**src/rtl/enc_pkg.sv**
```systemverilog
package enc_pkg;
    localparam int MODE_W = 3;

    typedef enum logic [MODE_W-1:0] {
        MODE_NRZ    = 3'd0,
        MODE_INV_Z  = 3'd1,
        MODE_INV_O  = 3'd2,
        MODE_BPS    = 3'd3,
        MODE_BPM    = 3'd4,
        MODE_BPL    = 3'd5,
        MODE_DBPL   = 3'd6,
        MODE_SPARE  = 3'd7
    } line_mode_e;

    typedef enum logic {
        PH_BEGIN  = 1'b0,
        PH_CENTER = 1'b1
    } half_e;

    // dir encoding: 0 = high-to-low mid edge, 1 = low-to-high mid edge
    typedef struct packed {
        logic open_lvl;
        logic mid_lvl;
        logic dir_next;
    } rule_t;
endpackage

```
**src/rtl/enc_phase_fsm.sv**
```systemverilog
module enc_phase_fsm
    import enc_pkg::*;
(
    input  logic clk,
    input  logic rst,
    input  logic half_tick,
    output logic at_begin
);
    half_e state_q, state_d;

    // state register
    always_ff @(posedge clk) begin
        if (rst) state_q <= PH_BEGIN;
        else     state_q <= state_d;
    end

    // transitions T_OPEN and T_CLOSE
    always_comb begin
        state_d = state_q;
        unique case (state_q)
            PH_BEGIN:  if (half_tick) state_d = PH_CENTER;
            PH_CENTER: if (half_tick) state_d = PH_BEGIN;
        endcase
    end

    // outputs
    always_comb begin
        at_begin = (state_q == PH_BEGIN);
    end
endmodule

```
**src/rtl/enc_rule.sv**
```systemverilog
module enc_rule
    import enc_pkg::*;
(
    input  logic [MODE_W-1:0] mode,
    input  logic              d,
    input  logic              cur_lvl,
    input  logic              prev_dir,
    output rule_t             rule
);
    logic dir_now;

    always_comb begin
        dir_now = d ? ~prev_dir : prev_dir;
        rule.dir_next = prev_dir;
        rule.open_lvl = d;
        rule.mid_lvl  = d;
        unique case (line_mode_e'(mode))
            MODE_NRZ, MODE_SPARE: begin
                rule.open_lvl = d;
                rule.mid_lvl  = d;
            end
            MODE_INV_Z: begin
                rule.open_lvl = d ? cur_lvl : ~cur_lvl;
                rule.mid_lvl  = rule.open_lvl;
            end
            MODE_INV_O: begin
                rule.open_lvl = d ? ~cur_lvl : cur_lvl;
                rule.mid_lvl  = rule.open_lvl;
            end
            MODE_BPS: begin
                rule.open_lvl = ~cur_lvl;
                rule.mid_lvl  = d ? ~cur_lvl : cur_lvl;
            end
            MODE_BPM: begin
                rule.open_lvl = ~cur_lvl;
                rule.mid_lvl  = d ? cur_lvl : ~cur_lvl;
            end
            MODE_BPL: begin
                rule.open_lvl = d;
                rule.mid_lvl  = ~d;
            end
            MODE_DBPL: begin
                rule.open_lvl = ~dir_now;
                rule.mid_lvl  = dir_now;
                rule.dir_next = dir_now;
            end
        endcase
    end
endmodule

```
**src/rtl/serial_line_encoder.sv**
```systemverilog
module serial_line_encoder
    import enc_pkg::*;
#(
    parameter logic IDLE_BIT = 1'b1
) (
    input  logic              clk,
    input  logic              rst,
    input  logic              half_tick,
    input  logic [MODE_W-1:0] mode,
    input  logic              bit_in,
    input  logic              bit_valid,
    output logic              line_out
);
    logic  at_begin;
    logic  line_q, mid_q, dir_q;
    logic  d_eff;
    rule_t rule;

    enc_phase_fsm u_phase (
        .clk      (clk),
        .rst      (rst),
        .half_tick(half_tick),
        .at_begin (at_begin)
    );

    assign d_eff = bit_valid ? bit_in : IDLE_BIT;

    enc_rule u_rule (
        .mode    (mode),
        .d       (d_eff),
        .cur_lvl (line_q),
        .prev_dir(dir_q),
        .rule    (rule)
    );

    // line-state register
    always_ff @(posedge clk) begin
        if (rst) begin
            line_q <= 1'b0;
            mid_q  <= 1'b0;
            dir_q  <= 1'b0;
        end else if (half_tick) begin
            if (at_begin) begin
                line_q <= rule.open_lvl;
                mid_q  <= rule.mid_lvl;
                dir_q  <= rule.dir_next;
            end else begin
                line_q <= mid_q;
            end
        end
    end

    // outputs
    always_comb begin
        line_out = line_q;
    end
endmodule

```
**config.mk**
```make
export PLATFORM = sky130hd
export DESIGN_NAME = serial_line_encoder
export DESIGN_NICKNAME = d
export VERILOG_FILES = /design/src/rtl/enc_pkg.sv /design/src/rtl/enc_phase_fsm.sv /design/src/rtl/enc_rule.sv /design/src/rtl/serial_line_encoder.sv
export SDC_FILE = /design/constraint.sdc
export NUM_CORES = 1
export LEC_CHECK = 0
export BUFFER_PORTS_ARGS = -buffer_cell sky130_fd_sc_hd__buf_4
export CORE_AREA = 10 10 47 49
export CTS_BUF_LIST = sky130_fd_sc_hd__clkbuf_16
export CTS_CLUSTER_DIAMETER = 30
export DETAILED_ROUTE_END_ITERATION = 8
export DIE_AREA = 0 0 57 59
export PLACE_DENSITY = 0.58
export RECOVER_POWER = 50
export REMOVE_ABC_BUFFERS = 1
export SYNTH_ARGS = -nofsm -noshare
export SYNTH_HDL_FRONTEND = slang
export SYNTH_SLANG_ARGS = --single-unit
```
**constraint.sdc**
```tcl
create_clock -name clk -period 2.2 [get_ports clk]
set_input_delay 0.11 -clock clk [delete_from_list [all_inputs] [get_ports clk]]
set_output_delay 0.11 -clock clk [all_outputs]
set_load 0.02 [all_outputs]
```
Word level (Yosys, flattened, before mapping)
Index checks and enable logic that the tools add are counted.
Word-level totals
  register bits: 4
  bits of input ports: 8
  output and inout bits: 1
  word-level logic and storage cells: 29
Operators by class
  equality and inequality tests: 7
  multiplexer cells: 9
  bitwise operators: 5
  reduce and logical (&&, ||, !) cells: 4
Operators with widths (count)
  2-bit case mux with 7 select lines: 1
  3-bit == test, second input constant: 4
  1-bit 2-to-1 mux: 7
  3-bit by 2-bit == test with 1-bit output, second input constant: 2
  1-bit NOT: 5
  3-bit by 1-bit == test with 1-bit output, second input constant: 1
  3-bit logical NOT: 1
  3-bit AND reduction: 1
  1-bit case mux with 2 select lines: 1
  2-bit AND reduction: 1
  2-bit OR reduction: 1

Logic depth before layout (Yosys ltp)
Gate-level depths: netlist (run 1).
  depth after elaboration: 5
  mapped depth: 6
  depth with buffers taken out: 5

Hierarchy
A second synthesis (run 1) with hierarchy kept.
Unflattened totals
  cells, all modules: 39
  area total of the unflattened synthesis: 320.3 µm²
Modules (own cells, without submodules)
  enc_rule: instances 1, cells an instance 22, area an instance 151.4 µm², seq. area each 0.0 µm²
  serial_line_encoder: instances 1, cells an instance 13, area an instance 132.6 µm², seq. area each 60.1 µm²
  enc_phase_fsm: instances 1, cells an instance 4, area an instance 36.3 µm², seq. area each 20.0 µm²

Worst setup path before layout (run 1)
No wires, ideal clock.
  path type: input-to-reg
  start point: in bit_in
  end point: reg mid_q
  library setup time: 0.088 ns
  arrival time: 1.162 ns
  required time: 2.112 ns
  slack: 0.949 ns
  stages: 5
  buffers on the path: 1
  cells stage by stage: nand2b_4 buf_6 mux2_4 a211o_1 a311oi_2
On the way
  longest elaborated chain between the ends: 3
  elaborated cells on any way between the ends: 6
  those cells by class: mux (5); bitwise (1)
RTL lines
  start: declaration: RTL line serial_line_encoder.sv:10  | input logic bit_in,
  1-bit 2-to-1 mux (*): RTL line serial_line_encoder.sv:26  | assign d_eff = bit_valid ? bit_in : IDLE_BIT;
  1-bit 2-to-1 mux (tied with other cells): RTL line enc_rule.sv:13  | dir_now = d ? ~prev_dir : prev_dir;
  2-bit case mux with 7 select lines (*): RTL line enc_rule.sv:17  | unique case (line_mode_e'(mode))
  end signal: assignment: RTL line serial_line_encoder.sv:45  | mid_q <= rule.mid_lvl;
  end: declaration: RTL line serial_line_encoder.sv:15  | logic line_q, mid_q, dir_q;
Every way passes the cells marked *; elsewhere a longest branch is shown, timed or not.
A chain may end at the register's enable or synchronous reset.

Worst setup path after layout (run 1)
  start point: reg line_q, in the netlist line_out
  end point: reg mid_q
On the way
  longest elaborated chain between the ends: 3
  elaborated cells on any way between the ends: 4
  those cells by class: mux (3); bitwise (1)
RTL lines
  start: declaration: RTL line serial_line_encoder.sv:15
  start signal: assignment: RTL line serial_line_encoder.sv:44  | line_q <= rule.open_lvl;
  start signal: assignment: RTL line serial_line_encoder.sv:48  | line_q <= mid_q;
  1-bit NOT
  1-bit 2-to-1 mux, on equally long branches
  2-bit case mux with 7 select lines (*): RTL line enc_rule.sv:17
Marks and branches as above.

==> results of run 1 <==
-- synthesized netlist by cell type (2+ instances only) --
| cell type | count |
|---|---|
| xnor2_1 | 3 |
| a21oi_1 | 2 |
| dfxtp_1 | 4 |
| xor2_1 | 2 |
| nor3_1 | 2 |
| nor2_1 | 5 |
| nand3_1 | 2 |
| nand2_1 | 2 |
| nor2b_1 | 2 |
| o211ai_1 | 2 |
| inv_1 | 3 |
-- state kept, by name, indices dropped and copies added, names as in the netlist --
signal	flops
u_phase.state_q	1
mid_q	1
dir_q	1
line_out	1
-- worst paths after layout --
check | from | to | slack (ns) | depth (start not counted)
max reg2reg | line_out | mid_q | 0.98 | 4
min reg2reg | mid_q | mid_q | 0.55 | 2
min | rst | u_phase.state_q | 0.09 | 2
max | line_out | mid_q | 0.98 | 4
-- through the flow --
step | cells | instance area, um^2
finish | 70 | 499
floorplan | 43 | 348
detailed placement | 67 | 428
global route | 70 | 499
global placement | 67 | 428
CTS | 70 | 503
-- final cells by class --
cell class | count | share of cell area (%)
multi-input combinational | 36 | 51.4
sequential | 4 | 16.0
clock buffer | 3 | 15.0
timing repair buffer | 8 | 11.3
tap | 16 | 4.01
inverter | 3 | 2.26
-- logic make-up (layout without fill, tap and decap cells) --
family	Yosys count	count (layout)	synth area share [%]
simple gates	18	18	28.2
mux	1	1	4.12
buf+inv	5	14	7.56
fa+ha+maj	1	1	3.44
flops	4	4	22.0
compound gates	11	11	22.7
xor+xnor	5	5	12.0
-- worst max-delay path: cells and delay by family (launching register included) --
| kind | cells | cell delay [ns] |
|---|---|---|
| DFF | 1 | 0.45 |
| AOI/OAI and AO/OA | 2 | 0.34 |
| and+or+nand+nor | 1 | 0.20 |
| xor gates and xnor gates | 1 | 0.13 |
-- routing by layer --
layer  vias to the layer above  share of wire [%]  global-route usage, %
met5                         -                  0                      0
met3                         2                8.7                   3.86
met4                         0                2.8                   5.03
li1                        179                  -                      -
met2                         8                 48                   7.29
met1                       147                 40                   4.52
-- power by group --
part / switching (mW) / internal [mW] / total [mW]
combinational: 0.0344 / 0.0357 / 0.0701
clock: 0.0465 / 0.232 / 0.278
sequential: 0.00816 / 0.0801 / 0.0882
==> reports/qor.txt, run 1 <==
Status -> complete, no violations
Ranking of synthesized cells by area -> dfxtp_1 22%, xnor2_1 7.2%, nor2_1 5.2%
Place WS -> 0.851 ns
Clk_lat worst skew -> 0.22 ns
Largest net degree at the start of global routing -> 10
Post_cts resized -> 0
Post-Syn Area -> 364 um^2
CTS max path bufs -> 2
Sequential Area -> 80.1 um^2
Num CTS Buffers -> 3
Slew HR -> 82.8%
Worst slew pin tran -> 0.257 ns
Area of the die -> 0.00336 mm^2
Die width -> 57 um
Initial Util -> 26.0%
Area growth syn-to-layout -> 37.1%
Worst Skew -> 0.000512 ns
Remaining antenna violation count -> 0
PortBufs -> 8
Final Max Slew Viols -> 0
Detailed-route DRC error count -> 0
Commonest non-fill, non-tap cell in the layout -> buf_4
# fillers -> 164
Cell taking the most area after synthesis -> dfxtp_1
RSZ-0062 raised after global routing -> no
Core region area -> 0.00140 mm^2
CP Launch Type -> register
Nets -> 65
Critical path class -> reg -> reg
Worst setup margin -> 0.984 ns
HP Class -> in -> reg
Gpl congestion -> 0.678
Final core utilization -> 35.6%
DR WL/cell -> 11.2 um
DRT iter0 DRCs -> 5
Critical path fanouts, max -> 7
Overall power -> 0.437 mW
Yosys warns -> 0
First-pass GRT wire length -> 1.30 mm
Via-to-Cell Ratio -> 4.80
Final min period -> 1.22 ns
Die Height -> 59 um
Row cnt -> 14
Max incr delay on CP -> 0.45 ns
Global route overflow -> 0
I/O Pins -> 9
Clock Tree Root -> clkbuf_16
Syn Inst Count -> 45
Initial antenna violation count -> 0
Worst EP arrival -> 1.35 ns
Routed WL -> 782 um
Final Cycle Share -> 55.3%
Max Freq -> 822 MHz
CTS tree -> done
Multi-input gate area -> 256 um^2
Fraction of post-synthesis cell area in the top cell type by area -> 22.0%
Slowest CP cell -> dfxtp_1
Worst-path clk slew -> 0.03 ns
CP endpoint kind -> register
Final Setup Violations -> 0
Maximum VDD drop -> 0.445 mV
Hpwl dp -> 626 um
Max Cap Violations -> 0
Pwr dens -> 875 mW/mm^2
Routed vias -> 336
Setup Buffers After CTS -> 0
Ys async rst share -> 0%
Final Hold Vio Count -> 0
Yosys reg bits -> 4
Top_reg_cell synth -> dfxtp_1
Drt pass-1 iters -> 5
Cell variety after synth -> 27
# hold bufs at CTS -> 0
Syn_area_per_cell -> 8.09 um^2
ANT cells -> 0
Layout cell share with drive strength beyond 1 -> 24.1%
Leakage -> 0.207 nW
Most frequent cells in the layout -> 7 x buf_4, 5 x nor2_1, 4 x dfxtp_1
H-tree levels -> 1
Post-synth EDFFs -> 0
GRT Util Overall -> 5.10%
Number of clock sinks -> 4
Worst hold margin -> 0.0864 ns
Setup TNS -> 0 ns
Number of global-route vias before repair -> 323
CP required -> 2.33 ns
Register area share after synthesis -> 22.0%
Critical Path, Cell by Cell -> nor2b_1 -> xnor2_1 -> a21oi_1 -> a311oi_2
No activity file was read; power rests on OpenSTA's default activity.
==> run 2: changes to the inputs <==
--- a/config.mk
+++ b/config.mk
@@ -11,7 +11,7 @@
 export CTS_CLUSTER_DIAMETER = 30
 export DETAILED_ROUTE_END_ITERATION = 8
 export DIE_AREA = 0 0 57 59
-export PLACE_DENSITY = 0.58
+export PLACE_DENSITY = 0.59
 export RECOVER_POWER = 50
 export REMOVE_ABC_BUFFERS = 1
 export SYNTH_ARGS = -nofsm -noshare
==> constraint.sdc (replaced) <==
create_clock -name clk -period 1.06 [get_ports clk]
set_input_delay 0.053 -clock clk [delete_from_list [all_inputs] [get_ports clk]]
set_output_delay 0.053 -clock clk [all_outputs]
set_load 0.02 [all_outputs]
==> run 2 against run 1 <==
  * The flow now finishes with violations (setup timing)
  * Critical endpoint unchanged
  * Design area rose by 23%
  * Routed wire length increased by 18%
  * Cell count is 16% higher
  * Core utilization up 8.1 points
  * Largest cell class unchanged
  * Highest routed layer is now met3
  * Total power increased by 120%
  * Register-to-register slack got worse by 1.1 ns
  * Maximum frequency is 7.1% higher
  * Global-route usage rose by 0.78 points
  * Critical path type unchanged
  * Worst hold slack lost 0.051 ns
==> reports/qor.txt, run 2 (synthesis results as in run 1) <==
ANT cells -> 0
# fillers -> 145
DRT iter0 DRCs -> 8
Worst EP arrival -> 1.27 ns
Reg2Reg Setup Slack -> -0.08 ns
Routed vias -> 374
CP required -> 1.19 ns
HP Class -> in -> reg
Final Max Slew Viols -> 0
Layout Cells excl Fill -> 81
Clock Tree Root -> clkbuf_16
Maximum VDD drop -> 0.681 mV
Final min period -> 1.14 ns
Critical path class -> reg -> reg
Setup Buffers After CTS -> 0
Largest net degree at the start of global routing -> 7
FF-to-FF path depth -> 5
First-pass GRT wire length -> 1.55 mm
Die Height -> 59 um
Area of the die -> 0.00336 mm^2
CTS tree -> done
Commonest non-fill, non-tap cell in the layout -> buf_4
PortBufs -> 8
Critical R2R Capture -> mid_q
Num CTS Buffers -> 3
Worst Skew -> 0.000319 ns
Worst slew pin tran -> 0.230 ns
Detailed-route DRC error count -> 0
Status -> finished, violations left
Global route overflow -> 0
Pwr dens -> 1590 mW/mm^2
Routed WL -> 924 um
Leakage -> 0.271 nW
Worst-path clk slew -> 0.03 ns
Remaining antenna violation count -> 0
Worst setup margin -> -0.0760 ns
GRT Util Overall -> 5.88%
RSZ-0062 raised after global routing -> yes
CP Launch Type -> register
I/O Pins -> 9
Hold endpoint -> mid_q
Number of global-route vias before repair -> 393
Final Instance Area -> 613 um^2
Nets -> 76
Max Freq -> 880 MHz
Number of clock sinks -> 4
# hold bufs at CTS -> 0
Final Setup Violations -> 1
Hpwl dp -> 737 um
Via-to-Cell Ratio -> 4.62
Core region area -> 0.00140 mm^2
DR WL/cell -> 11.4 um
H-tree levels -> 1
Die width -> 57 um
Final Cycle Share -> 107%
Layout cell share with drive strength beyond 1 -> 46.2%
Place WS -> -0.188 ns
Gpl congestion -> 0.698
Slew HR -> 84.6%
CP endpoint kind -> register
Hold path start -> rst
Max Cap Violations -> 0
Most frequent cells in the layout -> 19 x buf_4, 4 x nor2_1, 3 x xnor2_1, 3 x clkbuf_16, 3 x dfxtp_1
Hold path depth -> 2
Clk_lat worst skew -> 0.22 ns
Final Hold Vio Count -> 0
Critical path fanouts, max -> 5
Initial Util -> 26.0%
Post-DP Area -> 510 um^2
Initial antenna violation count -> 0
Reg2reg start -> line_out
Total placed cells including tap cells -> 78
CTS max path bufs -> 2
Drt pass-1 iters -> 3
Worst hold margin -> 0.0354 ns
Row cnt -> 14
Violations in the final reports -> setup timing
Area growth syn-to-layout -> 68.4%
run 2: cell count changes in the layout (fill, tap and decap cells not counted), sizes merged:
| cell | change |
|---|---|
| buf | +12 |
| clkbuf | -1 |
run 2: cell type report:
| cell class | instances | area, um^2 | share of cell area [%] |
|---|---|---|---|
| Multi-Input combinational cell | 36 | 283 | 46.1 |
| Timing Repair Buffer | 19 | 143 | 23.3 |
| Sequential cell | 4 | 81.3 | 13.3 |
| Clock buffer | 3 | 75.1 | 12.2 |
| Tap cell | 16 | 20.0 | 3.27 |
| Inverter | 3 | 11.3 | 1.84 |
run 2: worst max-delay path: stages (launching register included):
cell,delay [ns]
dfxtp_2,0.34
buf_4,0.14
xnor2_1,0.12
nor3_1,0.14
o21ai_1,0.11
a311oi_2,0.19
run 2: repair_timing:
action	4_1_cts	5_1_grt
endpoints found under the setup margin	3	3
gates resized for setup	2	6
pin swaps	0	2
hold endpoints to repair	0	0
run 2: power breakdown:
part | total, mW | switching (mW) | internal, mW
clock network | 0.583 | 0.102 | 0.481
registers | 0.182 | 0.0149 | 0.167
logic | 0.208 | 0.0905 | 0.118
run 2: worst max path at each step:
stage               startpoint     to  cells after the start
floorplan             line_out  mid_q                      4
CTS                   line_out  mid_q                      5
detailed placement      bit_in  mid_q                      5
global route          line_out  mid_q                      5
finish                line_out  mid_q                      5
global placement        bit_in  mid_q                      5
run 2: stage by stage:
| step | setup TNS, ns | total power, mW | util (%) |
|---|---|---|---|
| floorplan | -0.251 | 0.277 | - |
| finish | -0.0760 | 0.974 | 43.8 |
| detailed placement | -0.348 | 0.379 | 36.4 |
| CTS | -0.0810 | 0.971 | 42.2 |
| global route | -0.263 | 1.02 | 43.8 |
| global placement | -0.310 | 0.376 | 36.4 |
run 2: per-layer routing:
layer	part of all wire [%]	up-vias	GRT usage [%]
met5	0	-	0
met4	0	0	3.02
met3	7.4	0	3.86
met2	50	8	9.30
met1	42	166	5.83
li1	-	200	-
